**config.mk**
```make
export PLATFORM = sky130hd
export DESIGN_NAME = evt_timer
export DESIGN_NICKNAME = d
export VERILOG_FILES = /design/src/rtl/evt_timer_pkg.sv /design/src/rtl/evt_edge_sync.sv /design/src/rtl/evt_prescaler.sv /design/src/rtl/evt_counter_core.sv /design/src/rtl/evt_timer.sv
export SDC_FILE = /design/constraint.sdc
export NUM_CORES = 1
export LEC_CHECK = 0
export BUFFER_PORTS_ARGS = -buffer_cell sky130_fd_sc_hd__buf_2
export CAP_MARGIN = 20
export CORE_ASPECT_RATIO = 0.7
export CORE_UTILIZATION = 58
export CTS_CLUSTER_DIAMETER = 100
export DETAILED_ROUTE_END_ITERATION = 16
export GPL_ROUTABILITY_DRIVEN = 0
export PLACE_DENSITY = 0.81
export SLEW_MARGIN = 10
export SYNTH_ARGS = -nofsm -noshare
export SYNTH_HDL_FRONTEND = slang
export SYNTH_SLANG_ARGS = --single-unit
```
**constraint.sdc**
```tcl
create_clock -name clk -period 4.2 [get_ports clk]
set_clock_uncertainty 0.15 [all_clocks]
set_input_delay 0.21 -clock clk [delete_from_list [all_inputs] [get_ports clk]]
set_output_delay 0.21 -clock clk [all_outputs]
set_load 0.03 [all_outputs]
```
**src/rtl/evt_timer_pkg.sv**
```systemverilog
package evt_timer_pkg;

  typedef enum logic [1:0] {
    MODE_ONCE   = 2'd0,
    MODE_PERIOD = 2'd1,
    MODE_TOGGLE = 2'd2,
    MODE_FREE   = 2'd3
  } tmr_mode_e;

  localparam logic [1:0] ADDR_CTRL = 2'd0;
  localparam logic [1:0] ADDR_CMP  = 2'd1;
  localparam logic [1:0] ADDR_STAT = 2'd2;
  localparam logic [1:0] ADDR_CNT  = 2'd3;

  localparam int CTRL_MODE_LSB = 0;
  localparam int CTRL_RUN      = 2;
  localparam int CTRL_IE       = 3;
  localparam int CTRL_EXT      = 4;
  localparam int CTRL_CRST     = 5;
  localparam int CTRL_PSC_LSB  = 8;

  localparam int STAT_FLAG = 0;
  localparam int STAT_TGL  = 1;

endpackage

```
**src/rtl/evt_edge_sync.sv**
```systemverilog
module evt_edge_sync #(
  parameter int STAGES = 2
) (
  input  logic clk,
  input  logic rst_n,
  input  logic din,
  output logic rise
);

  logic [STAGES:0] sh_q, sh_d;

  always_comb begin
    sh_d = {sh_q[STAGES-1:0], din};
  end

  always_ff @(posedge clk or negedge rst_n) begin
    if (!rst_n) sh_q <= '0;
    else        sh_q <= sh_d;
  end

  assign rise = sh_q[STAGES-1] & ~sh_q[STAGES];


  edge_single_chk: assert property (@(posedge clk) disable iff (!rst_n)
    rise |=> !rise);

endmodule

```
**src/rtl/evt_prescaler.sv**
```systemverilog
module evt_prescaler #(
  parameter int PSC_W = 8
) (
  input  logic             clk,
  input  logic             rst_n,
  input  logic             clr,
  input  logic             adv,
  input  logic [PSC_W-1:0] psc_val,
  output logic             step
);

  logic [PSC_W-1:0] pcnt_q, pcnt_d;

  assign step = adv & ~clr & (pcnt_q == psc_val);

  always_comb begin
    pcnt_d = pcnt_q;
    if (clr)       pcnt_d = '0;
    else if (step) pcnt_d = '0;
    else if (adv)  pcnt_d = pcnt_q + PSC_W'(1);
  end

  always_ff @(posedge clk or negedge rst_n) begin
    if (!rst_n) pcnt_q <= '0;
    else        pcnt_q <= pcnt_d;
  end


  psc_phase_chk: assert property (@(posedge clk) disable iff (!rst_n)
    step |=> (pcnt_q == '0));


  psc_clr_chk: assert property (@(posedge clk) disable iff (!rst_n)
    clr |=> (pcnt_q == '0));

endmodule

```
**src/rtl/evt_counter_core.sv**
```systemverilog
module evt_counter_core import evt_timer_pkg::*; #(
  parameter int CNT_W = 24
) (
  input  logic             clk,
  input  logic             rst_n,
  input  logic             clr,
  input  logic             step,
  input  tmr_mode_e        mode,
  input  logic [CNT_W-1:0] cmp,
  output logic [CNT_W-1:0] cnt,
  output logic             hit
);

  logic [CNT_W-1:0] cnt_q, cnt_d, cnt_inc;
  logic             restart;

  assign cnt_inc = cnt_q + CNT_W'(1);
  assign hit     = step & (cnt_inc == cmp);
  assign restart = hit & ((mode == MODE_PERIOD) | (mode == MODE_TOGGLE));

  always_comb begin
    cnt_d = cnt_q;
    if (clr)          cnt_d = '0;
    else if (restart) cnt_d = '0;
    else if (step)    cnt_d = cnt_inc;
  end

  always_ff @(posedge clk or negedge rst_n) begin
    if (!rst_n) cnt_q <= '0;
    else        cnt_q <= cnt_d;
  end

  assign cnt = cnt_q;


  period_restart_chk: assert property (@(posedge clk) disable iff (!rst_n)
    (hit && (mode == MODE_PERIOD) && !clr) |=> (cnt_q == '0));


  free_advance_chk: assert property (@(posedge clk) disable iff (!rst_n)
    (step && (mode == MODE_FREE) && !clr) |=> (cnt_q == $past(cnt_q) + CNT_W'(1)));


  cnt_hold_chk: assert property (@(posedge clk) disable iff (!rst_n)
    (!step && !clr) |=> $stable(cnt_q));

endmodule

```
**src/rtl/evt_timer.sv**
```systemverilog
module evt_timer import evt_timer_pkg::*; #(
  parameter int CNT_W       = 24,
  parameter int PSC_W       = 8,
  parameter int SYNC_STAGES = 2
) (
  input  logic        clk,
  input  logic        rst_n,
  input  logic        tick_en,
  input  logic        ext_evt,
  input  logic        reg_wr,
  input  logic [1:0]  reg_addr,
  input  logic [31:0] reg_wdata,
  output logic [31:0] reg_rdata,
  output logic        irq,
  output logic        tgl_out
);

  localparam int DATA_W = 32;

  tmr_mode_e        mode_q, mode_d;
  logic             run_q, run_d;
  logic             ie_q, ie_d;
  logic             ext_q, ext_d;
  logic [PSC_W-1:0] psc_q, psc_d;
  logic [CNT_W-1:0] cmp_q, cmp_d;
  logic             flag_q, flag_d;
  logic             tgl_q, tgl_d;

  logic             ctrl_wr, cmp_wr, stat_wr, cnt_clr;
  logic             ext_rise, tick_src, adv, step, hit, once_stop;
  logic [CNT_W-1:0] cnt;
  logic             unused_wbits;

  assign ctrl_wr   = reg_wr & (reg_addr == ADDR_CTRL);
  assign cmp_wr    = reg_wr & (reg_addr == ADDR_CMP);
  assign stat_wr   = reg_wr & (reg_addr == ADDR_STAT);
  assign cnt_clr   = ctrl_wr & reg_wdata[CTRL_CRST];
  assign unused_wbits = ^reg_wdata;

  evt_edge_sync #(.STAGES(SYNC_STAGES)) u_sync (
    .clk  (clk),
    .rst_n(rst_n),
    .din  (ext_evt),
    .rise (ext_rise)
  );

  assign tick_src = ext_q ? ext_rise : tick_en;
  assign adv      = run_q & tick_src;

  evt_prescaler #(.PSC_W(PSC_W)) u_psc (
    .clk    (clk),
    .rst_n  (rst_n),
    .clr    (cnt_clr),
    .adv    (adv),
    .psc_val(psc_q),
    .step   (step)
  );

  evt_counter_core #(.CNT_W(CNT_W)) u_core (
    .clk  (clk),
    .rst_n(rst_n),
    .clr  (cnt_clr),
    .step (step),
    .mode (mode_q),
    .cmp  (cmp_q),
    .cnt  (cnt),
    .hit  (hit)
  );

  assign once_stop = hit & (mode_q == MODE_ONCE);

  always_comb begin
    mode_d = mode_q;
    run_d  = run_q;
    ie_d   = ie_q;
    ext_d  = ext_q;
    psc_d  = psc_q;
    cmp_d  = cmp_q;
    flag_d = flag_q;
    tgl_d  = tgl_q;
    if (ctrl_wr) begin
      mode_d = tmr_mode_e'(reg_wdata[CTRL_MODE_LSB +: 2]);
      run_d  = reg_wdata[CTRL_RUN];
      ie_d   = reg_wdata[CTRL_IE];
      ext_d  = reg_wdata[CTRL_EXT];
      psc_d  = reg_wdata[CTRL_PSC_LSB +: PSC_W];
    end else if (once_stop) begin
      run_d = 1'b0;
    end
    if (cmp_wr) cmp_d = reg_wdata[CNT_W-1:0];
    if (hit) flag_d = 1'b1;
    else if (stat_wr && reg_wdata[STAT_FLAG]) flag_d = 1'b0;
    if (cnt_clr) tgl_d = 1'b0;
    else if (hit && (mode_q == MODE_TOGGLE)) tgl_d = ~tgl_q;
  end

  always_ff @(posedge clk or negedge rst_n) begin
    if (!rst_n) begin
      mode_q <= MODE_ONCE;
      run_q  <= 1'b0;
      ie_q   <= 1'b0;
      ext_q  <= 1'b0;
      psc_q  <= '0;
      cmp_q  <= '0;
      flag_q <= 1'b0;
      tgl_q  <= 1'b0;
    end else begin
      mode_q <= mode_d;
      run_q  <= run_d;
      ie_q   <= ie_d;
      ext_q  <= ext_d;
      psc_q  <= psc_d;
      cmp_q  <= cmp_d;
      flag_q <= flag_d;
      tgl_q  <= tgl_d;
    end
  end

  always_comb begin
    reg_rdata = '0;
    case (reg_addr)
      ADDR_CTRL: begin
        reg_rdata[CTRL_MODE_LSB +: 2]     = mode_q;
        reg_rdata[CTRL_RUN]               = run_q;
        reg_rdata[CTRL_IE]                = ie_q;
        reg_rdata[CTRL_EXT]               = ext_q;
        reg_rdata[CTRL_PSC_LSB +: PSC_W]  = psc_q;
      end
      ADDR_CMP:  reg_rdata[CNT_W-1:0] = cmp_q;
      ADDR_STAT: begin
        reg_rdata[STAT_FLAG] = flag_q;
        reg_rdata[STAT_TGL]  = tgl_q;
      end
      default:   reg_rdata[CNT_W-1:0] = cnt;
    endcase
  end

  assign irq     = flag_q & ie_q;
  assign tgl_out = tgl_q;


  once_stop_chk: assert property (@(posedge clk) disable iff (!rst_n)
    (hit && (mode_q == MODE_ONCE) && !ctrl_wr) |=> !run_q);


  flag_set_chk: assert property (@(posedge clk) disable iff (!rst_n)
    hit |=> flag_q);


  flag_clear_chk: assert property (@(posedge clk) disable iff (!rst_n)
    (flag_q && stat_wr && reg_wdata[STAT_FLAG] && !hit) |=> !flag_q);


  tgl_flip_chk: assert property (@(posedge clk) disable iff (!rst_n)
    (hit && (mode_q == MODE_TOGGLE)) |=> (tgl_q != $past(tgl_q)));


  tgl_clr_chk: assert property (@(posedge clk) disable iff (!rst_n)
    cnt_clr |=> !tgl_q);

  initial begin
    width_chk: assert (CNT_W <= DATA_W && CTRL_PSC_LSB + PSC_W <= DATA_W);
  end

endmodule

```
==> flow_metrics.py, run 1 <==
metrics = {
    "sta": {
        "slew_headroom_pct": 38.5,
        "fin_hold_ws_ps": 8.62,
        "finalHoldViolCount": 0,
        "setup_tns_ps": 0,
        "tightest_slew_ps": 923,
        "max_freq_ghz": 0.278,
        "final_max_slew_viol_count": 0,
        "setup_violations": 0,
        "rsz0062_at_grt": "false",
        "period_needed_ps": 3600,
        "period_share_pct": 85.7,
    },
    "setup_path": {
        "critPathKind": "reg2reg",
        "critPathLaunchType": "flip-flop",
        "cp_max_fo": 24,
        "reg2reg_to": "u_core.cnt[11]",
        "path_cells": "ha_1 > and4_1 > nand4_1 > or4_1 > a32oi_2 > nand3_1 > nor4_4 > buf_4 > o31ai_1",
        "reg2regPathDepth": 9,
        "crit_arrival_ps": 3650,
        "worstSetupStartpoint": "u_core.cnt[0]",
        "slowest_stage": "or4_1",
        "cpPeakStageDelay_ps": 570,
        "critPathCaptureType": "flip-flop",
        "regToRegSetupSlack_ps": 600,
        "cp.required_ps": 4250,
        "r2r_start": "u_core.cnt[0]",
    },
    "status": {
        "outcome": "completed",
    },
    "grt": {
        "overflow": 0,
        "grt_max_degree": 75,
        "grt_pass1_wl_mm": 20.6,
        "antenna_found_initial": 0,
        "grtUsageTotal_pct": 30.2,
        "grt_pass1_vias": 3993,
    },
    "routing": {
        "drc": 0,
        "num_vias": 4145,
        "wl_mm": 12.7,
        "firstDrtPassIters": 6,
        "top_layer": "met4",
        "first_iter_violations": 395,
        "wl_met2_mm": 5.87,
        "drt-met1-wl_mm": 5.52,
        "wl_met3_um": 953,
        "ant_nets": 0,
        "post_drt_wl_per_cell_um": 19.2,
        "via_per_inst": 6.27,
    },
    "yosys": {
        "synth.avg_cell_area_um2": 10.1,
        "ys_ff_latch": 74,
        "yosysUniqueCellTypes": 58,
        "async_flop_share_pct": 100,
        "synth_top_cell_by_area": "dfrtp_1",
        "synth_ff_type": "dfrtp_1",
        "synth_xor_area_share_pct": 10.7,
        "yosys.area_share.simple_pct": 24.4,
        "synth_top_family_by_area": "simple AND/OR/NAND/NOR gates",
        "synth.most_common_cell": "dfrtp_1",
        "muxShareOfSynthArea_pct": 13.0,
        "synthAdderAreaFrac_pct": 1.00,
        "netlist_area_mm2": 0.00499,
        "syn-instance-count": 494,
        "ys_seq_area_share_pct": 37.1,
        "synth_area_leaders": "dfrtp_1 37%, xor2_1 7.7%, mux2_2 7.7%, mux2i_1 4.4%, nor3_2 4.0%",
        "yosys_warnings": 0,
        "synth_edf_count": 0,
        "yosys-top-cells-count": "74 x dfrtp_1, 44 x xor2_1, 42 x nand2_1",
        "synth_compound_area_share_pct": 8.20,
        "synth_top_area_share_pct": 37.1,
    },
    "clocking": {
        "clk_path_buf_depth": 2,
        "clk_latency_ps": 340,
        "post-cts-setup-buffers": 0,
        "root_buffer": "clkbuf_16",
        "cts_tree": "done",
        "cts_resized": 0,
        "numCtsBuffers": 9,
        "clkTransAtPathRegs_ps": 60,
        "cts.sinks": 74,
        "cts_hold_buf": 25,
        "h-tree-depth": 3,
    },
    "pwr": {
        "power.density_mw_per_mm2": 364,
        "worst_ir_drop_vdd_mv": 0.325,
        "p_total_mw": 2.10,
        "p_leak_nw": 2.59,
    },
    "final_layout": {
        "fillers": 583,
        "final_layout_size_suffix_gt1_share_pct": 27.9,
        "ff_latch_area_mm2": 0.00185,
        "multi_input_area_mm2": 0.00291,
        "area_growth_pct": 15.6,
        "diodes": 0,
        "nNetsFinal": 598,
    },
    "hold_path": {
        "hold_end": "cmp_q[5]",
        "hold_path_depth": 2,
        "worstHoldStart": "reg_wdata[5]",
        "min_path_type": "in2reg",
    },
    "die": {
        "fp.dieArea_mm2": 0.00899,
        "die_w_um": 113,
        "start_util_pct": 61.6,
        "dieHeight_um": 79.6,
        "core_area_mm2": 0.00811,
        "top_level_ports": 73,
        "row_count": 27,
    },
    "placed_design": {
        "dpl.hpwl_mm": 8.49,
        "numPortBuffers": 56,
    },
    "job": {
        "max-cap-violations": 0,
    },
}
[cell type report]
cell class                      instances  share of cell area [%]
Timing Repair Buffer                   88                    10.2
Clock inverter                          7                   0.911
Sequential cell                        74                    32.1
Multi-Input combinational cell        377                    50.4
Clock buffer                            9                    3.90
Tap cell                              101                    2.19
Inverter                                5                   0.325
[state kept, by name (all words and copies together) (netlist names)]
name / flops
u_sync.sh_q: 3
psc_q: 8
flag_q: 1
ext_q: 1
u_psc.pcnt_q: 8
mode_q: 2
run_q: 1
ie_q: 1
u_core.cnt: 24
tgl_out: 1
cmp_q: 24
[metrics by stage]
| stage | setup slack [ps] | cells | area (µm²) | utilization (%) |
|---|---|---|---|---|
| after floorplan | 1290 | 501 | 5020 | - |
| after global placement | 779 | 620 | 5240 | 64.6 |
| after detailed placement | 678 | 620 | 5240 | 64.6 |
| after CTS | 659 | 661 | 5770 | 71.1 |
| after global routing | 440 | 661 | 5770 | 71.1 |
| final | 601 | 661 | 5770 | 71.1 |
[logic make-up after synthesis]
family,count (synthesis)
muxes,58
xor gates and xnor gates,61
buffers and inverters,50
other,1
and+or+nand+nor,186
DFF,74
AOI/OAI and AO/OA,60
adders and majority gates,4
[critical path, delay by kind of cell (launching register included)]
| family | cells | cell delay [ps] |
|---|---|---|
| fa+ha+maj | 1 | 410 |
| simple gates | 5 | 1520 |
| compound gates | 2 | 420 |
| buf+inv | 1 | 400 |
| flops | 1 | 540 |
[cell usage in the layout (no fill, tap or decap), drive strengths merged, types with 9 or more instances in the layout]
cell type,netlist,layout
nand4,23,23
dfrtp,74,74
a21oi,11,11
o21ai,22,22
nor3,23,23
xor2,44,44
mux2i,22,22
nor2b,12,12
nand3,21,21
clkbuf,17,9
nand2,42,42
nor2,16,16
dlygate4sd3,0,25
buf,28,63
xnor2,17,17
mux2,34,34
[worst max path at each step]
stage,cells after the start,end
5_1_grt,9,u_core.cnt[11]
3_3_place_gp,9,u_core.cnt[18]
3_5_place_dp,9,u_core.cnt[18]
4_1_cts,9,u_core.cnt[18]
2_1_floorplan,10,u_core.cnt[13]
6_report,9,u_core.cnt[11]
[layer usage]
| layer | vias up | track usage, % |
|---|---|---|
| li1 | 1892 | - |
| met1 | 2022 | 41.5 |
| met2 | 195 | 48.0 |
| met3 | 36 | 5.62 |
| met4 | 0 | 11.1 |
| met5 | - | 0 |
[power by group]
| group | total [mW] | internal [mW] | switching [mW] |
|---|---|---|---|
| Clock | 0.717 | 0.402 | 0.314 |
| Combinational | 0.476 | 0.215 | 0.261 |
| Sequential | 0.905 | 0.798 | 0.107 |
(Power assumes the default switching activity.)
==> inputs of run 2 (changes only) <==
==> constraint.sdc (replaced) <==
create_clock -name clk -period 3.9 [get_ports clk]
set_clock_uncertainty 0.15 [all_clocks]
set_input_delay 0.39 -clock clk [delete_from_list [all_inputs] [get_ports clk]]
set_output_delay 0.39 -clock clk [all_outputs]
set_load 0.03 [all_outputs]
==> flow_metrics.py, run 2 (synthesis results as in run 1) <==
metrics = {
    "status": {
        "outcome": "completed",
    },
    "clocking": {
        "cts.sinks": 74,
        "cts_resized": 0,
        "root_buffer": "clkbuf_16",
        "h-tree-depth": 3,
        "cts_tree": "done",
        "clk_path_buf_depth": 2,
        "numCtsBuffers": 9,
        "clk_latency_ps": 330,
        "clkTransAtPathRegs_ps": 60,
        "post-cts-setup-buffers": 0,
        "cts_hold_buf": 0,
    },
    "grt": {
        "overflow": 0,
        "antenna_found_initial": 0,
        "grt_pass1_wl_mm": 19.8,
        "grt_pass1_vias": 4007,
        "grtUsageTotal_pct": 28.6,
        "grt_max_degree": 75,
    },
    "setup_path": {
        "critPathKind": "reg2reg",
        "r2r_start": "u_core.cnt[0]",
        "cp_num_buf_inv": 1,
        "cp_max_fo": 24,
        "slowest_stage": "or4_1",
        "critPathCaptureType": "flip-flop",
        "cp.required_ps": 3940,
        "reg2reg_to": "u_core.cnt[11]",
        "reg2regPathDepth": 9,
        "crit_arrival_ps": 3550,
        "cpPeakStageDelay_ps": 590,
        "path_cells": "ha_1 > and4_1 > nand4_1 > or4_1 > a32oi_2 > nand3_1 > nor4_4 > buf_12 > o31ai_1",
        "regToRegSetupSlack_ps": 390,
        "critPathLaunchType": "flip-flop",
        "cpLargestDelayFamily": "simple AND/OR/NAND/NOR gates",
    },
    "sta": {
        "period_needed_ps": 3510,
        "setup_violations": 0,
        "finalHoldViolCount": 0,
        "final_max_slew_viol_count": 0,
        "rsz0062_at_grt": "false",
        "setup_tns_ps": 0,
        "slew_headroom_pct": 36.7,
        "tightest_slew_ps": 950,
        "period_share_pct": 90.1,
        "max_freq_ghz": 0.285,
    },
    "routing": {
        "via_per_inst": 6.29,
        "drc": 0,
        "wl_mm": 12.2,
        "post_drt_wl_per_cell_um": 19.1,
        "num_vias": 3999,
        "first_iter_violations": 317,
        "ant_nets": 0,
        "firstDrtPassIters": 6,
    },
    "pwr": {
        "p_total_mw": 2.29,
        "worst_ir_drop_vdd_mv": 0.268,
        "p_leak_nw": 2.50,
        "power.density_mw_per_mm2": 412,
    },
    "placed_design": {
        "numPortBuffers": 56,
        "dpl.hpwl_mm": 8.39,
        "place_area_mm2": 0.00526,
    },
    "die": {
        "fp.dieArea_mm2": 0.00899,
        "core_area_mm2": 0.00811,
        "row_count": 27,
        "die_w_um": 113,
        "dieHeight_um": 79.6,
        "start_util_pct": 61.6,
        "top_level_ports": 73,
    },
    "final_layout": {
        "multi_input_area_mm2": 0.00291,
        "final_layout_size_suffix_gt1_share_pct": 29.2,
        "final_common_cell": "dfrtp_1",
        "final_cell_mix": "74 x dfrtp_1, 55 x buf_2, 44 x xor2_1",
        "area_growth_pct": 11.3,
        "fillers": 612,
        "nNetsFinal": 574,
        "diodes": 0,
        "final_cell_area_mm2": 0.00555,
        "ff_latch_area_mm2": 0.00185,
    },
    "job": {
        "max-cap-violations": 0,
    },
    "hold_path": {
        "min_path_type": "in2reg",
        "worstHoldStart": "ext_evt",
        "hold_end": "u_sync.sh_q[0]",
        "hold_path_depth": 1,
    },
}
==> run 2: changes by cell type in the layout (fill, tap and decap cells not counted), sizes merged <==
| cell | before | now |
|---|---|---|
| clkinvlp | 4 | 2 |
| clkinv | 1 | 2 |
| bufinv | 0 | 1 |
| dlygate4sd3 | 25 | 0 |
| inv | 7 | 6 |
| buf | 63 | 64 |
==> run 2: area by class of cell <==
cell class              count  share of cell area [%]
clock buffers               9                    4.06
clock inverters             6                    1.22
inverters                   5                   0.338
multi-input cells         377                    52.4
flip-flops and latches     74                    33.3
well taps                 101                    2.28
repair buffers             64                    6.40
==> run 2: per-layer routing <==
layer | track usage [%] | up-vias | routed length [µm]
met5 | 0 | - | 0
met4 | 11.2 | 0 | 276
met3 | 6.45 | 34 | 1040
met2 | 46.5 | 204 | 5610
met1 | 37.5 | 1924 | 5250
li1 | - | 1837 | -
==> run 2: metrics by stage <==
step / setup WS (ps) / hold WS [ps] / utilization (%) / std cells
4_1_cts: 449 / 4.06 / 68.5 / 636
3_5_place_dp: 483 / 188 / 64.9 / 621
5_1_grt: 245 / 4.04 / 68.5 / 636
3_3_place_gp: 595 / 185 / 64.9 / 621
6_report: 388 / 8.58 / 68.5 / 636
2_1_floorplan: 991 / -55.6 / - / 501
==> run 2: worst max-delay path by stage <==
stage | cells after the start | end | startpoint | slack (ps)
6_report | 9 | u_core.cnt[11] | u_core.cnt[0] | 390
3_3_place_gp | 9 | u_core.cnt[11] | u_core.cnt[0] | 600
4_1_cts | 9 | u_core.cnt[11] | u_core.cnt[0] | 450
3_5_place_dp | 9 | u_core.cnt[11] | u_core.cnt[0] | 480
2_1_floorplan | 10 | u_core.cnt[13] | u_core.cnt[1] | 990
5_1_grt | 9 | u_core.cnt[11] | u_core.cnt[0] | 240
==> run 2: power breakdown <==
group | total, mW | leakage [nW] | internal, mW | switching (mW)
clock | 0.820 | 0.138 | 0.493 | 0.327
sequential | 0.973 | 0.947 | 0.859 | 0.113
combinational | 0.496 | 1.42 | 0.218 | 0.278
total | 2.29 | 2.50 | 1.57 | 0.718
==> run 2: worst reg2reg max path, stage by stage, from the launching register on <==
cell	delay (ps)
dfrtp_1	540
ha_1	420
and4_1	440
nand4_1	200
or4_1	590
a32oi_2	290
nand3_1	170
nor4_4	210
buf_12	240
o31ai_1	120
==> inputs of run 3 (changes only) <==
==> constraint.sdc (replaced) <==
create_clock -name clk -period 3.7 [get_ports clk]
set_clock_uncertainty 0.15 [all_clocks]
set_input_delay 0.37 -clock clk [delete_from_list [all_inputs] [get_ports clk]]
set_output_delay 0.37 -clock clk [all_outputs]
set_load 0.03 [all_outputs]
==> flow_metrics.py, run 3 (synthesis results as in run 1) <==
metrics = {
    "final_layout": {
        "final_layout_size_suffix_gt1_share_pct": 29.6,
        "final_cell_mix": "74 x dfrtp_1, 55 x buf_2, 44 x xor2_1",
        "diodes": 0,
        "final_common_cell": "dfrtp_1",
        "area_growth_pct": 11.8,
        "nNetsFinal": 579,
    },
    "setup_path": {
        "regToRegSetupSlack_ps": 280,
        "critPathKind": "reg2reg",
        "slowest_stage": "or4_1",
        "cp.required_ps": 3750,
        "crit_arrival_ps": 3470,
        "reg2regPathDepth": 9,
        "cp_max_fo": 24,
        "cp_num_buf_inv": 1,
        "critPathCaptureType": "flip-flop",
        "cpPeakStageDelay_ps": 560,
        "reg2reg_to": "u_core.cnt[11]",
        "critPathLaunchType": "flip-flop",
        "path_cells": "ha_1 > and4_1 > nand4_1 > or4_1 > a32oi_2 > nand3_1 > nor4_4 > buf_12 > o31ai_1",
        "cpLargestDelayFamily": "simple AND/OR/NAND/NOR gates",
        "r2r_start": "u_core.cnt[1]",
    },
    "pwr": {
        "worst_ir_drop_vdd_mv": 0.251,
        "power.density_mw_per_mm2": 427,
        "p_leak_nw": 2.52,
        "p_total_mw": 2.38,
    },
    "routing": {
        "wl_mm": 12.5,
        "post_drt_wl_per_cell_um": 19.4,
        "num_vias": 4075,
        "firstDrtPassIters": 5,
        "drc": 0,
        "ant_nets": 0,
        "via_per_inst": 6.35,
        "first_iter_violations": 410,
    },
    "grt": {
        "grtUsageTotal_pct": 29.3,
        "antenna_found_initial": 0,
        "grt_max_degree": 75,
        "grt_pass1_vias": 4023,
        "grt_pass1_wl_mm": 20.3,
        "overflow": 0,
    },
    "die": {
        "row_count": 27,
        "core_area_mm2": 0.00811,
        "dieHeight_um": 79.6,
        "die_w_um": 113,
        "top_level_ports": 73,
        "start_util_pct": 61.6,
        "fp.dieArea_mm2": 0.00899,
    },
    "clocking": {
        "cts_tree": "done",
        "clk_path_buf_depth": 2,
        "h-tree-depth": 3,
        "cts_resized": 0,
        "cts.sinks": 74,
        "root_buffer": "clkbuf_16",
        "clkTransAtPathRegs_ps": 60,
        "numCtsBuffers": 9,
        "clk_latency_ps": 340,
    },
    "sta": {
        "slew_headroom_pct": 38.7,
        "setup_violations": 0,
        "finalHoldViolCount": 0,
        "period_needed_ps": 3420,
        "tightest_slew_ps": 920,
        "max_freq_ghz": 0.292,
        "rsz0062_at_grt": "false",
        "final_max_slew_viol_count": 0,
        "setup_tns_ps": 0,
        "period_share_pct": 92.4,
    },
    "job": {
        "max-cap-violations": 0,
    },
    "hold_path": {
        "min_path_type": "in2async",
    },
    "placed_design": {
        "numPortBuffers": 56,
        "dpl.hpwl_mm": 8.60,
    },
    "status": {
        "outcome": "completed",
    },
}
==> run 3: changes by cell type in the layout (fill, tap and decap cells not counted), sizes merged <==
cell / previous run / this run
buf: 64 / 68
bufinv: 1 / 0
clkbuf: 9 / 10
clkinv: 2 / 1
clkinvlp: 2 / 3
dlygate4sd3: 0 / 1
inv: 6 / 7
==> run 3: how the worst max path moves through the flow <==
stage                       start              to  slack, ps  cells after the start
global route        u_core.cnt[2]  u_core.cnt[18]        160                      9
global placement    u_core.cnt[1]  u_core.cnt[11]        450                      9
detailed placement  u_core.cnt[1]  u_core.cnt[11]        360                      9
CTS                 u_core.cnt[1]  u_core.cnt[11]        340                      9
finish              u_core.cnt[1]  u_core.cnt[11]        280                      9
floorplan           u_core.cnt[1]  u_core.cnt[13]        790                     10
==> run 3: repair_timing <==
| item | 4_1_cts | 5_1_grt |
|---|---|---|
| hold endpoints to repair | 1 | 0 |
| hold buffers | 1 | 0 |
| setup buffers | 0 | 0 |
==> run 3: area by class of cell <==
class                      count  area [µm²]
clock buffer                  10         229
clock inverter                 6        48.8
fill                         593        2530
inverter                       5        18.8
multi-input combinational    377        2910
sequential                    74        1850
tap                          101         126
timing repair buffer          69         395
==> run 3: metal layers <==
layer	global-route usage (%)	vias up	wire, µm
met2	47.8	192	5880
met4	7.89	0	182
li1	-	1846	-
met1	38.4	2008	5400
met3	8.50	29	995
met5	0	-	0
==> run 3: metrics by stage <==
step	hold slack, ps	instances	instance area [µm²]	worst slack, ps	utilization, %
floorplan	-75.6	501	5020	791	-
global placement	185	625	5290	450	65.2
detailed placement	188	625	5290	365	65.2
CTS	51.8	642	5580	342	68.8
global route	89.2	642	5580	158	68.8
finish	0.657	642	5580	280	68.8
==> run 3: report_power, final <==
group	internal (mW)	switching, mW
combinational	0.232	0.300
sequential	0.905	0.119
clock	0.460	0.365
==> run 3: worst register-to-register path, cell delays in order, from the launching register on <==
cell	delay, ps
dfrtp_1	500
ha_1	370
and4_1	450
nand4_1	200
or4_1	560
a32oi_2	300
nand3_1	180
nor4_4	210
buf_12	250
o31ai_1	110
